<file path="src/rtl/xw_pkg.sv">
package xw_pkg;

   typedef enum logic [2:0] {
      W_IDLE,
      W_FETCH,
      W_WAIT,
      W_ISSUE,
      W_NEXT,
      W_DONE,
      W_FAULT
   } walk_st_t;

   // entry permission bit positions
   localparam int PTE_VALID_BIT = 1;
   localparam int PTE_WR_BIT    = 2;

   // fault status fields
   localparam logic [31:0] FLT_ANY    = 32'h8000_0000;
   localparam logic [31:0] FLT_LATE   = 32'h4000_0000;
   localparam logic [31:0] FLT_FIXED  = 32'h0080_0000;
   localparam logic [31:0] FLT_ADRVAL = 32'h0002_0000;
   localparam logic [31:0] FLT_READ   = 32'h0004_0000;
   localparam logic [31:0] FLT_BASE   = FLT_ANY | FLT_LATE | FLT_FIXED | FLT_ADRVAL;

endpackage

</file>
<file path="src/rtl/xw_chunk.sv">
module xw_chunk #(
   parameter int PAGE_SHIFT = 12,
   parameter int LEN_W      = 16
) (
   input  logic [PAGE_SHIFT-1:0] offset,
   input  logic [LEN_W-1:0]      remain,
   output logic [PAGE_SHIFT:0]   chunk,
   output logic                  last
);
   localparam int CHUNK_W = PAGE_SHIFT + 1;
   localparam int CMP_W   = (LEN_W > CHUNK_W) ? LEN_W : CHUNK_W;

   generate
      if (PAGE_SHIFT < 2) begin : g_bad_page
         $error("xw_chunk: PAGE_SHIFT too small");
      end
   endgenerate

   logic [CHUNK_W-1:0] room;
   logic [CMP_W-1:0]   rem_x;
   logic [CMP_W-1:0]   room_x;

   always_comb begin
      room   = (CHUNK_W'(1) << PAGE_SHIFT) - CHUNK_W'(offset);
      rem_x  = CMP_W'(remain);
      room_x = CMP_W'(room);
      last   = (rem_x <= room_x);
      chunk  = last ? rem_x[CHUNK_W-1:0] : room;
   end

endmodule

</file>
<file path="src/rtl/xw_pte_addr.sv">
module xw_pte_addr #(
   parameter int VA_W       = 32,
   parameter int PA_W       = 36,
   parameter int PAGE_SHIFT = 12,
   parameter int ENT_LOG2   = 2,
   parameter int BASE_SHIFT = 4
) (
   input  logic [VA_W-1:0] base,
   input  logic [VA_W-1:0] win,
   input  logic [VA_W-1:0] vaddr,
   output logic [VA_W-1:0] page_va,
   output logic [PA_W-1:0] pte_addr
);
   localparam int IDX_SHIFT = PAGE_SHIFT - ENT_LOG2;

   generate
      if (PA_W < VA_W + BASE_SHIFT) begin : g_bad_pa
         $error("xw_pte_addr: PA_W cannot hold the shifted base");
      end
      if (IDX_SHIFT < 1) begin : g_bad_idx
         $error("xw_pte_addr: entry size larger than page");
      end
   endgenerate

   logic [VA_W-1:0] idx;
   logic [PA_W-1:0] base_sh;
   logic [PA_W-1:0] offs;
   logic            unused_low;

   always_comb begin
      page_va = {vaddr[VA_W-1:PAGE_SHIFT], {PAGE_SHIFT{1'b0}}};
      idx     = page_va & ~win;
      base_sh = PA_W'(base) << BASE_SHIFT;
      // page_va has zero low bits, so the shifted index is already entry aligned
      offs    = PA_W'(idx >> IDX_SHIFT);
      pte_addr = base_sh + offs;
   end

   assign unused_low = ^vaddr[PAGE_SHIFT-1:0];

endmodule

</file>
<file path="src/rtl/xw_pte_check.sv">
module xw_pte_check
   import xw_pkg::*;
#(
   parameter int PTE_W      = 32,
   parameter int PA_W       = 36,
   parameter int PAGE_SHIFT = 12,
   parameter int PFN_LSB    = 8
) (
   input  logic [PTE_W-1:0]      pte,
   input  logic [PAGE_SHIFT-1:0] offset,
   input  logic                  is_write,
   output logic                  ok,
   output logic [PA_W-1:0]       paddr
);
   generate
      if ((PTE_W - PFN_LSB) + PAGE_SHIFT != PA_W) begin : g_bad_pfn
         $error("xw_pte_check: frame field does not fill PA_W");
      end
      if (PFN_LSB <= PTE_WR_BIT) begin : g_bad_lsb
         $error("xw_pte_check: frame field overlaps flag bits");
      end
   endgenerate

   logic unused_flags;

   always_comb begin
      ok    = pte[PTE_VALID_BIT] && (!is_write || pte[PTE_WR_BIT]);
      paddr = {pte[PTE_W-1:PFN_LSB], offset};
   end

   assign unused_flags = ^pte[PFN_LSB-1:0];

endmodule

</file>
<file path="src/rtl/dma_xlate_walker.sv">
module dma_xlate_walker
   import xw_pkg::*;
#(
   parameter int VA_W       = 32,
   parameter int PA_W       = 36,
   parameter int LEN_W      = 16,
   parameter int PAGE_SHIFT = 12,
   parameter int PTE_W      = 32,
   parameter int PFN_LSB    = 8,
   parameter int BASE_SHIFT = 4
) (
   input  logic                  clk,
   input  logic                  rst_n,
   input  logic                  req_valid,
   output logic                  req_ready,
   input  logic [VA_W-1:0]       req_vaddr,
   input  logic [LEN_W-1:0]      req_len,
   input  logic                  req_write,
   input  logic [VA_W-1:0]       cfg_pt_base,
   input  logic [VA_W-1:0]       cfg_win_start,
   output logic                  pte_rd_valid,
   input  logic                  pte_rd_ready,
   output logic [PA_W-1:0]       pte_rd_addr,
   input  logic                  pte_rsp_valid,
   input  logic [PTE_W-1:0]      pte_rsp_data,
   output logic                  xfer_valid,
   input  logic                  xfer_ready,
   output logic [PA_W-1:0]       xfer_paddr,
   output logic [PAGE_SHIFT:0]   xfer_len,
   output logic                  xfer_write,
   output logic                  done_pulse,
   output logic                  fault_pulse,
   output logic [31:0]           fault_status,
   output logic [VA_W-1:0]       fault_page
);
   localparam int CHUNK_W = PAGE_SHIFT + 1;

   generate
      if (VA_W <= PAGE_SHIFT) begin : g_bad_va
         $error("dma_xlate_walker: VA_W must exceed PAGE_SHIFT");
      end
      if (LEN_W < 1) begin : g_bad_len
         $error("dma_xlate_walker: LEN_W must be positive");
      end
   endgenerate

   walk_st_t           st;
   logic [VA_W-1:0]    cur_va;
   logic [LEN_W-1:0]   rem;
   logic               wr_q;
   logic [PTE_W-1:0]   pte_q;
   logic [31:0]        flt_status_q;
   logic [VA_W-1:0]    flt_page_q;

   logic [VA_W-1:0]    page_va;
   logic [CHUNK_W-1:0] chunk;
   logic               last;
   logic [PTE_W-1:0]   chk_pte;
   logic               chk_ok;

   // entry location for the current page
   xw_pte_addr #(
      .VA_W      (VA_W),
      .PA_W      (PA_W),
      .PAGE_SHIFT(PAGE_SHIFT),
      .ENT_LOG2  (2),
      .BASE_SHIFT(BASE_SHIFT)
   ) u_addr (
      .base    (cfg_pt_base),
      .win     (cfg_win_start),
      .vaddr   (cur_va),
      .page_va (page_va),
      .pte_addr(pte_rd_addr)
   );

   // page-bounded chunk length
   xw_chunk #(
      .PAGE_SHIFT(PAGE_SHIFT),
      .LEN_W     (LEN_W)
   ) u_chunk (
      .offset(cur_va[PAGE_SHIFT-1:0]),
      .remain(rem),
      .chunk (chunk),
      .last  (last)
   );

   // judge the arriving entry in WAIT, the held one afterwards
   assign chk_pte = (st == W_WAIT) ? pte_rsp_data : pte_q;

   xw_pte_check #(
      .PTE_W     (PTE_W),
      .PA_W      (PA_W),
      .PAGE_SHIFT(PAGE_SHIFT),
      .PFN_LSB   (PFN_LSB)
   ) u_check (
      .pte     (chk_pte),
      .offset  (cur_va[PAGE_SHIFT-1:0]),
      .is_write(wr_q),
      .ok      (chk_ok),
      .paddr   (xfer_paddr)
   );

   always_ff @(posedge clk or negedge rst_n) begin
      if (!rst_n) begin
         st           <= W_IDLE;
         cur_va       <= '0;
         rem          <= '0;
         wr_q         <= 1'b0;
         pte_q        <= '0;
         flt_status_q <= '0;
         flt_page_q   <= '0;
      end else begin
         case (st)
            W_IDLE: begin
               if (req_valid) begin
                  cur_va <= req_vaddr;
                  rem    <= req_len;
                  wr_q   <= req_write;
                  st     <= (req_len == '0) ? W_DONE : W_FETCH;
               end
            end
            W_FETCH: begin
               if (pte_rd_ready) st <= W_WAIT;
            end
            W_WAIT: begin
               if (pte_rsp_valid) begin
                  pte_q <= pte_rsp_data;
                  if (chk_ok) begin
                     st <= W_ISSUE;
                  end else begin
                     st           <= W_FAULT;
                     flt_status_q <= FLT_BASE | (wr_q ? 32'h0 : FLT_READ);
                     flt_page_q   <= page_va;
                  end
               end
            end
            W_ISSUE: begin
               if (xfer_ready) st <= W_NEXT;
            end
            W_NEXT: begin
               cur_va <= cur_va + VA_W'(chunk);
               rem    <= rem - LEN_W'(chunk);
               st     <= last ? W_DONE : W_FETCH;
            end
            W_DONE:  st <= W_IDLE;
            W_FAULT: st <= W_IDLE;
            default: st <= W_IDLE;
         endcase
      end
   end

   assign req_ready    = (st == W_IDLE);
   assign pte_rd_valid = (st == W_FETCH);
   assign xfer_valid   = (st == W_ISSUE);
   assign xfer_len     = chunk;
   assign xfer_write   = wr_q;
   assign done_pulse   = (st == W_DONE);
   assign fault_pulse  = (st == W_FAULT);
   assign fault_status = flt_status_q;
   assign fault_page   = flt_page_q;

   // ---------------- assertions ----------------
   assert_busy_after_accept_R2: assert property (@(posedge clk) disable iff (!rst_n)
      (req_valid && req_ready) |=> !req_ready);

   assert_zero_len_done_R3: assert property (@(posedge clk) disable iff (!rst_n)
      (req_valid && req_ready && req_len == '0) |=> (done_pulse && !pte_rd_valid));

   assert_chunk_in_page_R5: assert property (@(posedge clk) disable iff (!rst_n)
      xfer_valid |-> ((xfer_len != '0) &&
         ((32'(xfer_paddr[PAGE_SHIFT-1:0]) + 32'(xfer_len)) <= (32'd1 << PAGE_SHIFT))));

   assert_fault_capture_R9: assert property (@(posedge clk) disable iff (!rst_n)
      fault_pulse |-> (fault_status[31] && fault_page[PAGE_SHIFT-1:0] == '0));

   assert_end_exclusive_R10: assert property (@(posedge clk) disable iff (!rst_n)
      !(done_pulse && fault_pulse));

   assert_done_single_R10: assert property (@(posedge clk) disable iff (!rst_n)
      done_pulse |=> !done_pulse);

   assert_rd_hold_R11: assert property (@(posedge clk) disable iff (!rst_n)
      (pte_rd_valid && !pte_rd_ready) |=> (pte_rd_valid && $stable(pte_rd_addr)));

   assert_xfer_hold_R11: assert property (@(posedge clk) disable iff (!rst_n)
      (xfer_valid && !xfer_ready) |=>
         (xfer_valid && $stable(xfer_paddr) && $stable(xfer_len)));

endmodule

</file>
<file path="config.mk">
export PLATFORM = sky130hd
export DESIGN_NAME = dma_xlate_walker
export DESIGN_NICKNAME = d
export VERILOG_FILES = /design/src/rtl/xw_pkg.sv /design/src/rtl/xw_chunk.sv /design/src/rtl/xw_pte_addr.sv /design/src/rtl/xw_pte_check.sv /design/src/rtl/dma_xlate_walker.sv
export SDC_FILE = /design/constraint.sdc
export NUM_CORES = 1
export LEC_CHECK = 0
export BUFFER_PORTS_ARGS = -buffer_cell sky130_fd_sc_hd__buf_2
export CAP_MARGIN = 5
export CORE_MARGIN = 5
export CORE_UTILIZATION = 50
export DETAILED_ROUTE_END_ITERATION = 6
export GPL_TIMING_DRIVEN = 1
export PLACE_DENSITY_LB_ADDON = 0.08
export SLEW_MARGIN = 5
export SYNTH_ARGS = -nofsm -noshare
export SYNTH_HDL_FRONTEND = slang
export SYNTH_SLANG_ARGS = --single-unit
</file>
<file path="constraint.sdc">
create_clock -name clk -period 9.1 [get_ports clk]
set_input_delay 1.365 -clock clk [delete_from_list [all_inputs] [get_ports clk]]
set_output_delay 1.365 -clock clk [all_outputs]
set_load 0.03 [all_outputs]
</file>
# Word level (Yosys, flattened, before mapping)

Cells that the tools add are included.

Logic and storage cells: 51
Register bits: 135
Output and inout port bits: 155

$lt $le $gt $ge: 1
Eq/ne operators: 10
Multiplexer cells: 15
Add/subtract/negate cells: 4
Reduce and logical (&&, ||, !) cells: 11
Bitwise gates (word level): 3

Operators with widths:

| kind                                                | number |
|---|---|
| 2-to-1 mux 32 bit                                   | 2 |
| one-hot mux 32 bit (2 select lines)                 | 1 |
| adder 36 x 22 -> 36 bit                             | 1 |
| adder 32 x 13 -> 32 bit                             | 1 |
| AND 32 bit                                          | 1 |
| inverter 32 bit                                     | 1 |
| one-hot mux 16 bit (2 select lines)                 | 1 |
| 2-to-1 mux 3 bit                                    | 7 |
| 2-to-1 mux 19 bit                                   | 1 |
| less-or-equal comparator 16 x 13 -> 1 bit           | 1 |
| logical NOT 16 bit                                  | 1 |
| 2-to-1 mux 16 bit                                   | 1 |
| subtractor 16 x 13 -> 16 bit                        | 1 |
| one-hot mux 3 bit (5 select lines)                  | 1 |
| 2-to-1 mux 13 bit                                   | 1 |
| subtractor 13 x 12 -> 13 bit, first input constant  | 1 |
| equality test 3 bit, second input constant          | 3 |
| equality test 3 x 2 -> 1 bit, second input constant | 2 |
| AND reduction 2 bit                                 | 3 |
| != test 2 x 1 -> 1 bit, second input constant       | 2 |
| != test 2 bit, second input constant                | 2 |
| AND reduction 4 bit                                 | 1 |
| equality test 3 x 1 -> 1 bit, second input constant | 1 |
| logical NOT 3 bit                                   | 1 |
| other kinds (6)                                     | 6 |

# Longest topological paths before layout

Word-level depth: 7
Depth in mapped cells: 29
Gate-level depth less buffers: 26

# Hierarchy

A second synthesis with hierarchy kept.

Cells, all modules: 1017
Area, all modules: 9554.2 um^2

Modules (own cells, without submodules):

| module           | cells each | area each (um^2) | times used |
|---|---|---|---|
| dma_xlate_walker | 672        | 7004.2           | 1 |
| xw_pte_addr      | 215        | 1545.2           | 1 |
| xw_chunk         | 92         | 723.2            | 1 |
| xw_pte_check     | 38         | 281.5            | 1 |

# Least setup slack after synthesis

No wires, ideal clock.

Path type: reg-to-reg
Start: register cur_va[1]
End: register cur_va[22]
Clock period less this slack: 5.692 ns
Stages on the path, launching flop included: 27
Slack: 3.408 ns
Path buffers: 3
Data arrival time: 5.572 ns
Cells stage by stage: dfrtp_1 inv_1 ha_1 inv_1 or3_1 xor2_1 inv_1 ha_1 nand4_1 o21bai_1 a21oi_1 o21ai_0 clkbuf_1 clkbuf_1 o21ai_0 ha_1 inv_1 fa_1 nor2b_1 o21ai_1 a21oi_2 o21ai_1 o211ai_2 nand2_1 buf_2 or4b_1 o211a_1

Cells in the longest elaborated chain, start to end: 5

Ends and longest elaborated chain:

| what                                      | RTL line                | source |
|---|---|---|
| start, declared                           | dma_xlate_walker.sv:48  | `logic [VA_W-1:0] cur_va;` |
| start signal, assigned                    | dma_xlate_walker.sv:116 | `cur_va <= req_vaddr;` |
| start signal, assigned                    | dma_xlate_walker.sv:141 | `cur_va <= cur_va + VA_W'(chunk);` |
| subtractor 13 x 12 -> 13 bit              | xw_chunk.sv:24          | `room = (CHUNK_W'(1) << PAGE_SHIFT) - CHUNK_W'(offset);` |
| less-or-equal comparator 16 x 13 -> 1 bit | xw_chunk.sv:27          | `last = (rem_x <= room_x);` |
| 2-to-1 mux 13 bit                         | xw_chunk.sv:28          | `chunk = last ? rem_x[CHUNK_W-1:0] : room;` |
| named net xfer_len[0]                     | dma_xlate_walker.sv:29  | `output logic [PAGE_SHIFT:0] xfer_len,` |
| adder 32 x 13 -> 32 bit                   | dma_xlate_walker.sv:141 |  |
| one-hot mux 32 bit (2 select lines)       | dma_xlate_walker.sv:113 | `case (st)` |

The timed path passes the listed nets, and every way through them passes these cells.
A chain may end at the register's enable or synchronous reset.

# Worst setup path in the final report

Start: register cur_va[4]
End: register cur_va[22]

Cells in the longest elaborated chain, start to end: 5

Ends and longest elaborated chain:

| what                                      | RTL line |
|---|---|
| subtractor 13 x 12 -> 13 bit              | xw_chunk.sv:24 |
| less-or-equal comparator 16 x 13 -> 1 bit | xw_chunk.sv:27 |
| 2-to-1 mux 13 bit                         | xw_chunk.sv:28 |
| adder 32 x 13 -> 32 bit *                 | dma_xlate_walker.sv:141 |
| one-hot mux 32 bit (2 select lines) *     | dma_xlate_walker.sv:113 |

Mark *: on every way between the ends. The rest lies on a longest branch, timed or not.

==> results.md <==
- Outcome: finished, final reports clean
- Slowest CP cell: or4b_1
- WP data required: 9.34 ns
- Starting DRC count in detailed routing: 403
- Highest clock rate: 168.3 MHz
- Flops & latches, synth: 98
- Clk buf depth: 2
- Hold Fails Final Rpt: 0
- Total of max-cap violations: 0
- # hold bufs at CTS: 0
- Cell mode on critical path: nand2_1
- Sequential area share after synthesis: 29.50%
- Crit-path max cell delay: 0.54 ns
- CTS root buffer: clkbuf_16
- Dpl cell area: 9489 um^2
- Vias/cell: 5.376
- Placer congestion estimate: 0.8640
- Clk pin slew, worst setup/hold paths: 0.07 ns
- Cell area after layout: 9828 um^2
- Slew @ Worst Pin: 1.156 ns
- Post-synth EDFFs: 0
- Hold crit path type: reg -> reg
- Minimum clock period: 5.942 ns
- Power density cells: 466.2 nW/um^2
- Clk_lat worst skew: 0.36 ns
- Postcts setup bufs: 0
- Area leader, netlist: dfrtp_1
- Nets: 1,378
- TritonRoute pass-1 iters: 4
- IO Count: 306
- CTS Buf Count: 9
- Final Cycle Share: 65.29%
- Die Wd: 139.0 um
- Max IR drop VDD: 0.0003783 V
- LEAKAGE: 0.004733 uW
- Post-synthesis cell type count: 72
- Clock Skews: 0.008326 ns
- Total gr overflow: 0
- Most used DFF post-synth: dfrtp_1
- Worst setup SP type: flop
- First-pass GRT wire length: 36,390 um
- Total Power: 4582 uW
- Antenna violations before repair: 0
- Slew Viols, Final: 0
- Most frequent cells in the layout: buf_2, nand2_1, dfrtp_1
- Initial core utilization: 50.49%
- CTS Sinks: 98
- RSZ-0062 raised after global routing: no
- Area Overhead vs Synth: 18.21%
- Yosys warns: 0
- Slew margin rel.: 22.93%
- Final ANT Viol Nets: 0
- Post-synth ARST share: 100.0%
- Cell area after synthesis: 8314 um^2
- Post-CTS Resized: 0
- Share of post-route cells with drive strength above 1: 30.49%
- Total GRT Usage: 22.38%
- Core Area: 16,470 um^2
- Worst setup EP type: flop
- Synthesized instance count: 953
- Die height: 139.0 um
- Crit Path Category: reg -> reg
- # DRC: 0
- Avg WL per Cell: 15.78 um
- Vias in the first global route: 7,385
- Largest net degree at the start of global routing: 70
- Rows: 47
- Setup TNS: 0 ns
- Via count: 7,483
- Most common cell after layout, fill and taps aside: buf_2
- H-tree depth: 3
- Top cells by area, synth: dfrtp_1, mux2_2, ha_1
- Crit-path max FO: 32
- Share of the synthesized area in the top cell type: 29.50%
- Die area: 19,310 um^2
- CTS tree: yes
- Total Routed Length: 21,970 um
- Final setup viols: 0
- Syn Area/Cell: 8.724 um^2
- Post-DP HPWL: 17,100 um
- Port Buf Inserts: 246
- Arrival @ worst endpoint: 6.19 ns
## flip-flops by register name (all words and copies together), names as in the netlist
signal / flops
cur_va: 32
fault_page: 20
st: 3
xfer_write: 1
fault_status: 2
rem: 16
pte_q: 24
## cell type report
class,count,area [um^2]
Antenna cell,1,2.502
Sequential cell,98,2452
Multi-Input combinational cell,766,5336
Fill cell,1574,6638
Clock inverter,5,83.83
Timing Repair Buffer,252,1279
Inverter,39,146.4
Clock buffer,11,252.7
Tap cell,220,275.3
## routing by layer
metal	routed length, um	track usage [%]
met1	9554	29.09
met5	0	0
met3	1153	3.586
met2	11010	39.50
met4	243	4.634
## critical path, delay by kind of cell (launching register included)
| kind | cells | cell delay (ns) |
|---|---|---|
| compound gates | 8 | 1.42 |
| xor+xnor | 1 | 0.16 |
| fa+ha+maj | 3 | 0.92 |
| buf+inv | 3 | 0.48 |
| flops | 1 | 0.43 |
| simple gates | 11 | 2.40 |
## through the flow
step	setup slack (ns)	hold WS [ns]	cells	util, %
global placement	3.267	0.4834	1375	57.63
detailed placement	3.218	0.4895	1375	57.63
global route	2.607	0.5223	1391	59.67
floorplan	3.408	0.4766	993	-
CTS	3.190	0.5045	1391	59.67
finish	3.158	0.5021	1392	59.69
## where the power goes
group          total, uW  switching, uW  internal [uW]
combinational       3250           1960           1300
clock                439            181            257
sequential           888            230            659
## path summary, 6_finish.rpt
| kind | from | end | slack, ns | cells after the start |
|---|---|---|---|---|
| min in group asynchronous | rst_n | fault_status[18] | 0.93 | 1 |
| setup reg to reg | cur_va[4] | cur_va[22] | 3.16 | 26 |
| hold reg to reg | fault_page[31] | fault_page[31] | 0.50 | 1 |
| setup / recovery | cur_va[4] | cur_va[22] | 3.16 | 26 |
| max in group asynchronous | rst_n | cur_va[14] | 6.94 | 2 |
| hold / removal | fault_page[31] | fault_page[31] | 0.50 | 1 |
## cells by family after synthesis
kind of cell	count (synthesis)	share of synthesized area [%]
xor+xnor	57	6.005
other cells	1	0.04510
buf+inv	129	8.427
compound gates	224	18.01
mux	78	10.58
simple gates	305	17.98
flops	98	29.50
fa+ha+maj	61	9.451
## cell usage after synthesis, drive strengths merged (5+ instances only)
library cell    n
and2            6
a211o           6
o21ai          56
ha             58
nand2b          8
buf            65
nor4           13
nor2           69
a21boi          5
clkbuf         25
nand3          16
nor3b           8
nor2b          23
mux2           69
xnor2          34
inv            39
a31oi          24
a21oi          46
and3           13
a211oi         12
dfrtp          98
or3             5
nor3           19
a21o           20
nand4           6
o21a           18
xor2           23
nand2         100
mux2i           8
(Power assumes the default switching activity.)
